## src/rtl/eprom_seq_pkg.sv

```systemverilog
package eprom_seq_pkg;

  typedef enum logic [3:0] {
    S_IDLE,
    S_SUP_SET,
    S_SUP_WAIT,
    S_RD_GAP,
    S_RD_OE,
    S_RD_END,
    S_SETUP,
    S_PULSE,
    S_HOLD,
    S_ADV,
    S_DONE
  } seq_state_e;

  typedef enum logic [1:0] {
    PH_PROG   = 2'd0,
    PH_CHK_HI = 2'd1,
    PH_CHK_LO = 2'd2
  } seq_phase_e;

  localparam logic [1:0] VSEL_NOM    = 2'd0;
  localparam logic [1:0] VSEL_PRG    = 2'd1;
  localparam logic [1:0] VSEL_CHK_HI = 2'd2;
  localparam logic [1:0] VSEL_CHK_LO = 2'd3;

  localparam logic [1:0] FAIL_NONE = 2'd0;
  localparam logic [1:0] FAIL_PRE  = 2'd1;
  localparam logic [1:0] FAIL_PRG  = 2'd2;
  localparam logic [1:0] FAIL_CHK  = 2'd3;

endpackage

```

## src/rtl/eprom_us_timer.sv

```systemverilog
// Converts a wait in microseconds into clock cycles and counts it down.
module eprom_us_timer #(
  parameter int CLK_MHZ = 200,
  parameter int MAX_US  = 100,
  parameter int US_W    = $clog2(MAX_US + 1)
) (
  input  logic            clk,
  input  logic            rst,
  input  logic            load,
  input  logic [US_W-1:0] load_us,
  output logic            expired
);
  localparam int CNT_W = $clog2(MAX_US * CLK_MHZ + 1);

  logic [CNT_W-1:0] cnt_q;

  always_ff @(posedge clk) begin
    if (rst) begin
      cnt_q <= '0;
    end else if (load) begin
      cnt_q <= CNT_W'(32'(load_us) * CLK_MHZ - 1);
    end else if (cnt_q != '0) begin
      cnt_q <= cnt_q - 1'b1;
    end
  end

  assign expired = (cnt_q == '0);
endmodule

```

## src/rtl/eprom_seq_fsm.sv

```systemverilog
module eprom_seq_fsm
  import eprom_seq_pkg::*;
#(
  parameter int ADDR_W     = 17,
  parameter int DATA_W     = 8,
  parameter int PULSE_US   = 100,
  parameter int GAP_US     = 2,
  parameter int READ_US    = 1,
  parameter int MAX_PULSES = 25,
  parameter int US_W       = $clog2(PULSE_US + 1),
  parameter int PC_W       = $clog2(MAX_PULSES + 1)
) (
  input  logic              clk,
  input  logic              rst,
  input  logic              start,
  input  logic [ADDR_W-1:0] start_addr,
  input  logic [ADDR_W-1:0] end_addr,
  input  logic [DATA_W-1:0] src_data,
  input  logic [DATA_W-1:0] rd_data,
  input  logic              sup_rdy,
  input  logic              tmr_exp,
  output seq_state_e        state,
  output seq_phase_e        phase,
  output logic [ADDR_W-1:0] addr,
  output logic              tmr_ld,
  output logic [US_W-1:0]   tmr_us,
  output logic              pc_valid,
  output logic [ADDR_W-1:0] pc_addr,
  output logic [PC_W-1:0]   pc_count,
  output logic              done,
  output logic              pass,
  output logic [1:0]        fail_phase,
  output logic [ADDR_W-1:0] fail_addr,
  output logic [PC_W-1:0]   max_pulses
);
  seq_state_e        nxt;
  logic [ADDR_W-1:0] first_q, last_q;
  logic [DATA_W-1:0] rd_q;
  logic [PC_W-1:0]   pcnt_q;
  logic              ver_q;

  logic              match, blocked, at_lim, at_last, accept;
  logic              byte_ok, go_setup, go_adv;
  logic [1:0]        fail_code;
  logic [PC_W-1:0]   pcnt_inc;

  assign match    = (rd_q == src_data);
  assign blocked  = |(src_data & ~rd_q);
  assign at_lim   = (pcnt_q == PC_W'(MAX_PULSES));
  assign at_last  = (addr == last_q);
  assign accept   = start && (state == S_IDLE || state == S_DONE);
  assign pcnt_inc = pcnt_q + 1'b1;

  // verdict of the read that just completed
  always_comb begin
    byte_ok   = 1'b0;
    go_setup  = 1'b0;
    fail_code = FAIL_NONE;
    if (phase == PH_PROG) begin
      if (!ver_q) begin
        if (blocked)    fail_code = FAIL_PRE;
        else if (match) byte_ok   = 1'b1;
        else            go_setup  = 1'b1;
      end else begin
        if (match)       byte_ok   = 1'b1;
        else if (at_lim) fail_code = FAIL_PRG;
        else             go_setup  = 1'b1;
      end
    end else if (!match) begin
      fail_code = FAIL_CHK;
    end
    go_adv = !go_setup && (fail_code == FAIL_NONE);
  end

  always_comb begin
    nxt    = state;
    tmr_ld = 1'b0;
    tmr_us = US_W'(GAP_US);
    unique case (state)
      S_IDLE, S_DONE: if (start) begin nxt = S_SUP_SET; tmr_ld = 1'b1; end
      S_SUP_SET:  if (tmr_exp) nxt = S_SUP_WAIT;
      S_SUP_WAIT: if (sup_rdy) begin nxt = S_RD_GAP; tmr_ld = 1'b1; end
      S_RD_GAP:   if (tmr_exp) begin nxt = S_RD_OE; tmr_ld = 1'b1; tmr_us = US_W'(READ_US); end
      S_RD_OE:    if (tmr_exp) nxt = S_RD_END;
      S_RD_END: begin
        if (go_setup)    begin nxt = S_SETUP; tmr_ld = 1'b1; end
        else if (go_adv) nxt = S_ADV;
        else             nxt = S_DONE;
      end
      S_SETUP: if (tmr_exp) begin nxt = S_PULSE; tmr_ld = 1'b1; tmr_us = US_W'(PULSE_US); end
      S_PULSE: if (tmr_exp) begin nxt = S_HOLD; tmr_ld = 1'b1; end
      S_HOLD:  if (tmr_exp) begin nxt = S_RD_GAP; tmr_ld = 1'b1; end
      S_ADV: begin
        if (at_last && phase == PH_CHK_LO) nxt = S_DONE;
        else begin
          nxt    = at_last ? S_SUP_SET : S_RD_GAP;
          tmr_ld = 1'b1;
        end
      end
      default: nxt = S_IDLE;
    endcase
  end

  always_ff @(posedge clk) begin
    if (rst) begin
      state      <= S_IDLE;
      phase      <= PH_PROG;
      addr       <= '0;
      first_q    <= '0;
      last_q     <= '0;
      rd_q       <= '0;
      pcnt_q     <= '0;
      ver_q      <= 1'b0;
      pc_valid   <= 1'b0;
      pc_addr    <= '0;
      pc_count   <= '0;
      done       <= 1'b0;
      pass       <= 1'b0;
      fail_phase <= FAIL_NONE;
      fail_addr  <= '0;
      max_pulses <= '0;
    end else begin
      state    <= nxt;
      pc_valid <= 1'b0;
      if (accept) begin
        addr       <= start_addr;
        first_q    <= start_addr;
        last_q     <= end_addr;
        phase      <= PH_PROG;
        pcnt_q     <= '0;
        ver_q      <= 1'b0;
        done       <= 1'b0;
        pass       <= 1'b0;
        fail_phase <= FAIL_NONE;
        fail_addr  <= '0;
        max_pulses <= '0;
      end
      if (state == S_RD_OE && tmr_exp) rd_q <= rd_data;
      if (state == S_SETUP && tmr_exp) begin
        pcnt_q <= pcnt_inc;
        if (pcnt_inc > max_pulses) max_pulses <= pcnt_inc;
      end
      if (state == S_HOLD && tmr_exp) ver_q <= 1'b1;
      if (state == S_RD_END) begin
        if (byte_ok) begin
          pc_valid <= 1'b1;
          pc_addr  <= addr;
          pc_count <= pcnt_q;
        end
        if (fail_code != FAIL_NONE) begin
          done       <= 1'b1;
          fail_phase <= fail_code;
          fail_addr  <= addr;
        end
      end
      if (state == S_ADV) begin
        pcnt_q <= '0;
        ver_q  <= 1'b0;
        if (!at_last) begin
          addr <= addr + 1'b1;
        end else begin
          addr <= first_q;
          unique case (phase)
            PH_PROG:   phase <= PH_CHK_HI;
            PH_CHK_HI: phase <= PH_CHK_LO;
            default: begin done <= 1'b1; pass <= 1'b1; end
          endcase
        end
      end
    end
  end
endmodule

```

## src/rtl/eprom_pin_drv.sv

```systemverilog
// Registered decode of the sequencer state onto the device and supply lines.
module eprom_pin_drv
  import eprom_seq_pkg::*;
#(
  parameter int ADDR_W = 17,
  parameter int DATA_W = 8
) (
  input  logic              clk,
  input  logic              rst,
  input  seq_state_e        state,
  input  seq_phase_e        phase,
  input  logic [ADDR_W-1:0] addr,
  input  logic [DATA_W-1:0] src_data,
  output logic [ADDR_W-1:0] ep_addr,
  output logic [DATA_W-1:0] ep_dout,
  output logic              ep_doe,
  output logic              ep_ce_n,
  output logic              ep_oe_n,
  output logic              ep_pgm_n,
  output logic              vpp_req,
  output logic [1:0]        vcc_sel
);
  logic active, selected, driving;

  assign active   = !(state inside {S_IDLE, S_DONE});
  assign selected = state inside {S_RD_GAP, S_RD_OE, S_RD_END, S_SETUP, S_PULSE, S_HOLD, S_ADV};
  assign driving  = state inside {S_SETUP, S_PULSE, S_HOLD};

  always_ff @(posedge clk) begin
    if (rst) begin
      ep_addr  <= '0;
      ep_dout  <= '0;
      ep_doe   <= 1'b0;
      ep_ce_n  <= 1'b1;
      ep_oe_n  <= 1'b1;
      ep_pgm_n <= 1'b1;
      vpp_req  <= 1'b0;
      vcc_sel  <= VSEL_NOM;
    end else begin
      ep_addr  <= addr;
      if (state == S_SETUP) ep_dout <= src_data;
      ep_doe   <= driving;
      ep_ce_n  <= !selected;
      ep_oe_n  <= (state != S_RD_OE);
      ep_pgm_n <= (state != S_PULSE);
      vpp_req  <= active && (phase == PH_PROG);
      if (!active)                vcc_sel <= VSEL_NOM;
      else if (phase == PH_PROG)  vcc_sel <= VSEL_PRG;
      else if (phase == PH_CHK_HI) vcc_sel <= VSEL_CHK_HI;
      else                        vcc_sel <= VSEL_CHK_LO;
    end
  end
endmodule

```

## src/rtl/eprom_prog_seq.sv

```systemverilog
module eprom_prog_seq
  import eprom_seq_pkg::*;
#(
  parameter int ADDR_W     = 17,
  parameter int DATA_W     = 8,
  parameter int CLK_MHZ    = 200,
  parameter int PULSE_US   = 100,
  parameter int GAP_US     = 2,
  parameter int READ_US    = 1,
  parameter int MAX_PULSES = 25,
  parameter int PC_W       = $clog2(MAX_PULSES + 1)
) (
  input  logic              clk,
  input  logic              rst,
  input  logic              start,
  input  logic [ADDR_W-1:0] start_addr,
  input  logic [ADDR_W-1:0] end_addr,
  output logic [ADDR_W-1:0] src_addr,
  input  logic [DATA_W-1:0] src_data,
  output logic [ADDR_W-1:0] ep_addr,
  output logic [DATA_W-1:0] ep_dout,
  output logic              ep_doe,
  input  logic [DATA_W-1:0] ep_din,
  output logic              ep_ce_n,
  output logic              ep_oe_n,
  output logic              ep_pgm_n,
  output logic              vpp_req,
  output logic [1:0]        vcc_sel,
  input  logic              sup_rdy,
  output logic              pc_valid,
  output logic [ADDR_W-1:0] pc_addr,
  output logic [PC_W-1:0]   pc_count,
  output logic              done,
  output logic              pass,
  output logic [1:0]        fail_phase,
  output logic [ADDR_W-1:0] fail_addr,
  output logic [PC_W-1:0]   max_pulses
);
  localparam int US_W = $clog2(PULSE_US + 1);

  seq_state_e        state;
  seq_phase_e        phase;
  logic [ADDR_W-1:0] addr;
  logic              tmr_ld, tmr_exp;
  logic [US_W-1:0]   tmr_us;

  assign src_addr = addr;

  eprom_us_timer #(.CLK_MHZ(CLK_MHZ), .MAX_US(PULSE_US), .US_W(US_W)) u_tmr (
    .clk(clk), .rst(rst), .load(tmr_ld), .load_us(tmr_us), .expired(tmr_exp)
  );

  eprom_seq_fsm #(
    .ADDR_W(ADDR_W), .DATA_W(DATA_W), .PULSE_US(PULSE_US), .GAP_US(GAP_US),
    .READ_US(READ_US), .MAX_PULSES(MAX_PULSES), .US_W(US_W), .PC_W(PC_W)
  ) u_fsm (
    .clk(clk), .rst(rst), .start(start), .start_addr(start_addr), .end_addr(end_addr),
    .src_data(src_data), .rd_data(ep_din), .sup_rdy(sup_rdy), .tmr_exp(tmr_exp),
    .state(state), .phase(phase), .addr(addr), .tmr_ld(tmr_ld), .tmr_us(tmr_us),
    .pc_valid(pc_valid), .pc_addr(pc_addr), .pc_count(pc_count), .done(done),
    .pass(pass), .fail_phase(fail_phase), .fail_addr(fail_addr), .max_pulses(max_pulses)
  );

  eprom_pin_drv #(.ADDR_W(ADDR_W), .DATA_W(DATA_W)) u_pins (
    .clk(clk), .rst(rst), .state(state), .phase(phase), .addr(addr), .src_data(src_data),
    .ep_addr(ep_addr), .ep_dout(ep_dout), .ep_doe(ep_doe), .ep_ce_n(ep_ce_n),
    .ep_oe_n(ep_oe_n), .ep_pgm_n(ep_pgm_n), .vpp_req(vpp_req), .vcc_sel(vcc_sel)
  );
endmodule

```

## config.mk

```make
export PLATFORM = sky130hd
export DESIGN_NAME = eprom_prog_seq
export DESIGN_NICKNAME = d
export VERILOG_FILES = /design/src/rtl/eprom_seq_pkg.sv /design/src/rtl/eprom_us_timer.sv /design/src/rtl/eprom_seq_fsm.sv /design/src/rtl/eprom_pin_drv.sv /design/src/rtl/eprom_prog_seq.sv
export SDC_FILE = /design/constraint.sdc
export NUM_CORES = 1
export LEC_CHECK = 0
export BUFFER_PORTS_ARGS = -buffer_cell sky130_fd_sc_hd__buf_2
export CORE_MARGIN = 2
export CORE_UTILIZATION = 55
export CTS_CLUSTER_DIAMETER = 40
export DETAILED_ROUTE_END_ITERATION = 7
export GPL_TIMING_DRIVEN = 0
export HOLD_SLACK_MARGIN = 0.12
export PLACE_DENSITY = 0.79
export RECOVER_POWER = 50
export REMOVE_ABC_BUFFERS = 1
export SYNTH_ARGS = -nofsm -noshare
export SYNTH_HDL_FRONTEND = slang
export SYNTH_SLANG_ARGS = --single-unit
```

## constraint.sdc

```tcl
create_clock -name clk -period 4.21 [get_ports clk]
set_input_delay 0.6315 -clock clk [delete_from_list [all_inputs] [get_ports clk]]
set_output_delay 0.6315 -clock clk [all_outputs]
set_load 0.02 [all_outputs]
```

==> out/qor.yml, run 1 <==
outcome: "finished with violations"
violations: "capacitance limit, slew limit"
worstPathRequired_ns: 4.54
synth_cells: 946
drt.antenna.violating_nets: 0
grt_first_pass_wirelength_um: 31600
fmax_mhz: 250
finalWorstPathRequiredPeriod_ns: 4.00
synth-xor-area-share: 0.0577
synthSimpleGateAreaFrac: 0.228
power.total_uw: 5080
grt_antenna_before_repair: 0
cts_max_level: 4
grt_max_degree: 85
core_area_um2: 13900
hold_viol: 0
p_int_uw: 3310
clk_latency_ns: 0.44
synthToLayoutAreaGrowth_pct: 17.8
synth_fa_ha_area_frac: 0.0469
drive_above_1_share: 0.124
crit_path_end_kind: "flop"
std_cell_rows: 43
numPortBuffers: 151
vias: 7133
ios: 152
path_buf_inv: 0
syn_area_per_cell_um2: 8.35
die_area_um2: 15300
setup-violations-final: 0
start_util: 0.567
clockPowerShare: 0.322
synth_cell_types: 68
timing.final.crit_share: 0.949
worst_pin_slew_ns: 2.64
crit_family: "adder cells"
avgRoutedWirePerCell_um: 16.1
dp_hpwl_um: 13700
cts_tree: "built"
synth_warnings: 0
relSlewSlack: -0.759
synth_top_family_by_area: "simple AND/OR/NAND/NOR gates"
p_sw_uw: 1770
die_h_um: 124
whs_ns: 0.435
start_kind: "flop"
peakVddDrop_mv: 0.364
clk_pin_slew_ns: 0.07
grt_pass1_vias: 6428
drc_errors: 0
cp_max_fo: 16
track_usage: 0.264
min_path_type: "input pin to flop"
cp_common_cell: "ha_1"
layout_common_cells: "183 x nand2_1, 164 x dfxtp_1, 99 x clkbuf_1"
root_buffer: "clkbuf_16"
worstSetupPathType: "flop to flop"
final_common_cell: "nand2_1"
ys.flop_type: "dfxtp_1"
async_reset_ff_frac: 0
drv_slew: 56
finClkSkew_ns: 0.0119
drt-total-wl_um: 20200
hold_buffers: 0
combPwrFrac: 0.273
place.gp.congestion: 0.870
cpMaxStageDelayCell: "nor4bb_4"
path_cells: "nor4bb_4, o21ai_0, or2_4, ha_1, fa_1, ha_1, ha_1, ha_1, a211o_1, o311ai_0, nand4b_1, o21a_1"
nFillCells: 1183
drv_cap: 1
switching_share: 0.349
die_w_um: 124
cts_made_buffers: 17
final_nets: 1147
ys_seq_area_frac: 0.423
diodes: 0
synth_area_um2: 7900
cellPowerDensity_nw_per_um2: 546
drt_pass1_iterations: 5
slowest_delay_ns: 0.52
synth_compound_area_frac: 0.143
dr.first_iter.drc_count: 539
cts_sinks: 167
synth.area.mux_share: 0.0561
share_seq_of_total_power: 0.405
synth_edf_count: 0
viasPerCell: 5.68
grt.overflow.total: 0
rsz0062_at_grt: "false"
ys_ff_latch: 167
cts_buffer_depth: 2
worstPathArrival_ns: 4.32
p_leak_uw: 0.00371
[worst register-to-register path: cells and delay by family (launching register included)]
| family | cells | cell delay, ns |
|---|---|---|
| adders and majority gates | 5 | 1.38 |
| AOI/OAI and AO/OA | 4 | 1.03 |
| and+or+nand+nor | 3 | 0.99 |
| DFF | 1 | 0.51 |
[sequential cells by signal (all words and copies together) (netlist names), 2 cells and up]
signal	count
u_fsm.last_q	17
u_fsm.rd_q	8
u_fsm.pc_addr	17
u_fsm.state	4
u_fsm.phase	2
u_pins.ep_dout	8
u_fsm.first_q	17
u_fsm.max_pulses	5
u_fsm.fail_phase	2
u_fsm.fail_addr	17
u_fsm.addr	17
u_pins.ep_addr	17
u_fsm.pc_count	5
u_tmr.cnt_q	15
u_pins.vcc_sel	2
u_fsm.pcnt_q	5
[synthesized netlist by cell type, drive strengths merged (13+ instances only)]
library cell  instances  share of area
nand2               184          0.088
dfxtp               167           0.42
a21oi                91          0.058
nor2                 64          0.031
clkbuf               42          0.020
mux2i                42          0.053
xnor2                42          0.047
o21ai                36          0.023
nand3                31          0.020
ha                   28          0.044
inv                  27          0.013
nor2b                21          0.017
buf                  20          0.013
nand4                16          0.013
nor3                 15          0.010
a31o                 13          0.014
[per-layer routing]
metal / global-route usage / wire length (µm) / up-vias
met5: 0 / 0 / -
met4: 0.0952 / 375 / 0
met3: 0.0609 / 1480 / 26
met2: 0.421 / 9520 / 270
met1: 0.351 / 8830 / 3364
li1: - / - / 3473
[logic make-up (layout without fill, tap and decap cells)]
group | Yosys count | after routing
AOI/OAI and AO/OA | 185 | 185
xor gates and xnor gates | 52 | 52
adders and majority gates | 29 | 29
buffers and inverters | 89 | 219
DFF | 167 | 167
muxes | 44 | 44
and+or+nand+nor | 380 | 380
[stage by stage]
step,cells,TNS [ns],cell area (µm²),setup slack (ns),util
floorplan,884,-0.178,7640,-0.178,-
global placement,1215,-9.52,8620,-1.15,0.619
detailed placement,1219,-0.115,8720,-0.115,0.626
CTS,1250,0,9360,0.0250,0.672
global route,1256,0,9310,0.0500,0.668
finish,1256,0,9310,0.215,0.668
[final timing paths]
check	start	end	slack, ns	depth (start not counted)
setup reg to reg	u_fsm.state[3]$_SDFFE_PP0P_	u_tmr.cnt_q[12]$_SDFFE_PP0P_	0.21	12
hold reg to reg	u_fsm.rd_q[2]$_SDFFE_PP0P_	u_fsm.rd_q[2]$_SDFFE_PP0P_	0.45	2
hold / removal	end_addr[9]	u_fsm.last_q[9]$_SDFFE_PP0P_	0.44	3
setup / recovery	u_fsm.state[3]$_SDFFE_PP0P_	u_tmr.cnt_q[12]$_SDFFE_PP0P_	0.21	12
[power by group through the flow]
stage	clock (µW)	combinational (µW)	sequential, µW
5_1_grt	1720	1530	2090
2_1_floorplan	0	885	2080
6_report	1640	1390	2060
3_5_place_dp	0	1320	2070
3_3_place_gp	0	1280	2060
4_1_cts	1650	1340	2040
[cell type report]
type	count	area, µm²	share of cell area
Multi-Input combinational cell	690	4270	0.459
Clock buffer	19	453	0.0487
Inverter	27	101	0.0109
Tap cell	180	225	0.0242
Timing Repair Buffer	161	747	0.0803
Clock inverter	12	165	0.0177
Sequential cell	167	3350	0.360
[what timing repair did]
item / 4_1_cts / 5_1_grt
pin swaps: 0 / 1
endpoints found under the setup margin: 1 / 2
setup buffers: 0 / 6
resized for setup: 4 / 6
Note: power is estimated with default switching activity, not from simulation.
==> run 2: changes to the inputs <==
ABC_AREA = 1   (was not set)
GPL_TIMING_DRIVEN = not set   (was 0)
==> out/qor.yml, run 2 <==
r2r_slack_ns: 0.40  # +0.19 ns
ys_ff_latch: 167  # unchanged
synth_cell_types: 43  # -37%
synth_edf_count: 0  # unchanged
finalWorstPathRequiredPeriod_ns: 3.81  # -0.189 ns
rsz0062_at_grt: "false"
cts_tree: "built"
cts_resized: 0  # -4
async_reset_ff_frac: 0  # unchanged
post_cts_buffers: 0  # unchanged
cts_made_buffers: 17  # unchanged
syn_area_per_cell_um2: 7.24  # -13%
start_kind: "flop"
synth_cells: 1111  # +17%
start_util: 0.558  # -0.00899
drt_pass1_iterations: 5  # unchanged
viasPerCell: 5.30  # -6.7%
synth_area_um2: 8050  # +1.9%
reg2reg_depth: 17  # +5
cpMaxStageDelayCell: "dfxtp_1"
synth.top_cell.area_share: 0.415  # -0.00777
hold_buffers: 0  # unchanged
drv_slew: 132  # +140%
reg2reg_to: "u_tmr.cnt_q[12]$_SDFFE_PP0P_"
worstSetupEndpoint: "u_tmr.cnt_q[12]$_SDFFE_PP0P_"
fmax_mhz: 263  # +5.0%
cp_max_fo: 12  # -4
crit_family: "simple AND/OR/NAND/NOR gates"
finClkSkew_ns: 0.00953  # -0.00241 ns
grt_pass1_vias: 6937  # +7.9%
relSlewSlack: -0.189  # +0.570
dp_hpwl_um: 14700  # +7.1%
final_common_cell: "nand2_1"
final_util: 0.643  # -0.0249
grt.overflow.total: 0  # unchanged
synth_top_area_cell: "dfxtp_1"
worstPathRequired_ns: 4.50  # -0.04 ns
timing.final.crit_share: 0.904  # -0.0450
die_w_um: 125  # +0.90%
hold_viol: 0  # unchanged
worst_pin_slew_ns: 1.78  # -0.860 ns
worstPathArrival_ns: 4.10  # -0.22 ns
clk_pin_slew_ns: 0.06  # about the same
avgRoutedWirePerCell_um: 14.9  # -7.5%
numPortBuffers: 151  # unchanged
final_nets: 1325  # +16%
path_cells: "nand2_2, nor2_4, inv_2, nor2_4, nor2_1, ha_1, fa_1, ha_1, ha_1, ha_1, or2_2, nor2_2, nand2_1, nand2_1, nand3_1, nand2_1, nor2_1"
peakVddDrop_mv: 0.407  # +12%
die_area_um2: 15600  # +1.8%
die_h_um: 125  # +0.90%
drv_cap: 2  # +1
cp_common_cell: "ha_1"
cts_sinks: 167  # unchanged
ys_seq_area_frac: 0.415  # -0.00777
ios: 152  # unchanged
fin_setup_tns_ns: 0  # unchanged
p_leak_uw: 0.00405  # +9.4%
violations: "capacitance limit, slew limit"
drt.antenna.violating_nets: 0  # unchanged
core_area_um2: 14400  # +3.5%
grt_antenna_before_repair: 1  # +1
cts_buffer_depth: 2  # unchanged
path_buf_inv: 1  # +1
drc_errors: 0  # unchanged
power.total_uw: 5080  # about the same
crit_start: "u_fsm.state[2]$_SDFFE_PP0P_"
root_buffer: "clkbuf_16"
grt_max_degree: 83  # -2.4%
dp.cells: 1407  # +15%
ys.flop_type: "dfxtp_1"
cellPowerDensity_nw_per_um2: 548  # +0.36%
min_path_type: "flop to flop"
synthTopCellsByArea: "dfxtp_1 42%, nand2_1 12%, a21oi_1 5.7%"
std_cell_rows: 44  # +2.3%
setup-violations-final: 0  # unchanged
fin_cells: 1440  # +15%
ys_top_cells_by_count: "253 x nand2_1, 167 x dfxtp_1, 117 x nor2_1, 110 x inv_1, 92 x a21oi_1"
drive_above_1_share: 0.116  # -0.00807
path_depth: 17  # +5
vias: 7630  # +7.0%
crit_path_end_kind: "flop"
track_usage: 0.271  # +0.00661
clk_latency_ns: 0.43  # about the same
nFillCells: 1365  # +15%
drt-total-wl_um: 21400  # +6.1%
dr.first_iter.drc_count: 522  # -3.2%
cts_max_level: 4  # unchanged
outcome: "finished with violations"
r2r-start: "u_fsm.state[2]$_SDFFE_PP0P_"
yosysMostFrequentCell: "nand2_1"
synthToLayoutAreaGrowth_pct: 15.2
layout_common_cells: "255 x nand2_1, 167 x dfxtp_1, 117 x nor2_1"
grt_first_pass_wirelength_um: 34600  # +9.7%
hp-start: "u_fsm.pc_addr[5]$_SDFFE_PP0P_"
place.gp.congestion: 0.925  # +6.3%
synth_warnings: 0  # unchanged
slowest_delay_ns: 0.45  # -0.07 ns
worstSetupPathType: "flop to flop"
run 2: cell types whose count changed after synthesis, sizes merged, moves of 13 or more:
cell	before	now
xnor2	42	13
inv	27	126
o21ai	36	98
mux2i	42	0
clkbuf	42	16
nand2	184	268
nand3	31	74
a31o	13	0
nor2	64	135
nor2b	21	0
run 2: report_power, final:
group	switching [µW]	internal, µW	total, µW
combinational	1040	482	1520
clock	655	911	1570
sequential	196	1800	2000
total	1890	3200	5080
run 2: routing by layer:
layer | up-vias | wire length, µm | track usage
met2 | 271 | 9730 | 0.433
met4 | 2 | 376 | 0.0889
li1 | 3837 | - | -
met3 | 35 | 1390 | 0.0578
met5 | - | 13 | 0
met1 | 3485 | 9920 | 0.369
run 2: final cells by class:
type                    instances  area [µm²]  area share
multi-input cells             774        3960       0.427
inverters                     127         484      0.0522
well taps                     184         230      0.0248
repair buffers                155         659      0.0711
diodes                          1        2.50    0.000270
clock buffers                  19         453      0.0488
clock inverters                13         140      0.0151
flip-flops and latches        167        3340       0.361
run 2: how the worst min path moves through the flow:
| stage | endpoint | cells after the start |
|---|---|---|
| 2_1_floorplan | u_fsm.first_q[3]$_SDFFE_PP0P_ | 2 |
| 3_3_place_gp | u_fsm.pc_addr[1]$_SDFFE_PP0P_ | 2 |
| 3_5_place_dp | u_fsm.pc_addr[2]$_SDFFE_PP0P_ | 2 |
| 4_1_cts | u_fsm.pc_addr[2]$_SDFFE_PP0P_ | 2 |
| 5_1_grt | u_fsm.last_q[4]$_SDFFE_PP0P_ | 3 |
| 6_report | u_fsm.pc_addr[5]$_SDFFE_PP0P_ | 2 |
run 2: logic make-up after synthesis:
family                     count (synthesis)  share of synthesized area
AOI/OAI and AO/OA                        207                      0.135
xor gates and xnor gates                  34                     0.0370
adders and majority gates                 29                     0.0460
buffers and inverters                    170                     0.0917
DFF                                      167                      0.415
and+or+nand+nor                          504                      0.275
run 2: stage by stage:
stage,cell area [µm²],setup slack (ns),hold WS (ns)
after detailed placement,8810,0.458,0.434
after global placement,8810,0.581,0.429
after global routing,9270,0.0598,0.451
final,9270,0.404,0.444
after floorplan,7790,0.730,0.420
after CTS,9400,0.415,0.443
run 2: worst reg2reg max path: stages (launching register included):
cell and delay, ns:
dfxtp_1 0.45, nand2_2 0.17, nor2_4 0.30, inv_2 0.19, nor2_4 0.28, nor2_1 0.18, ha_1 0.24, fa_1 0.43
ha_1 0.20, ha_1 0.20, ha_1 0.32, or2_2 0.32, nor2_2 0.13, nand2_1 0.06, nand2_1 0.05, nand3_1 0.07
nand2_1 0.06, nor2_1 0.04
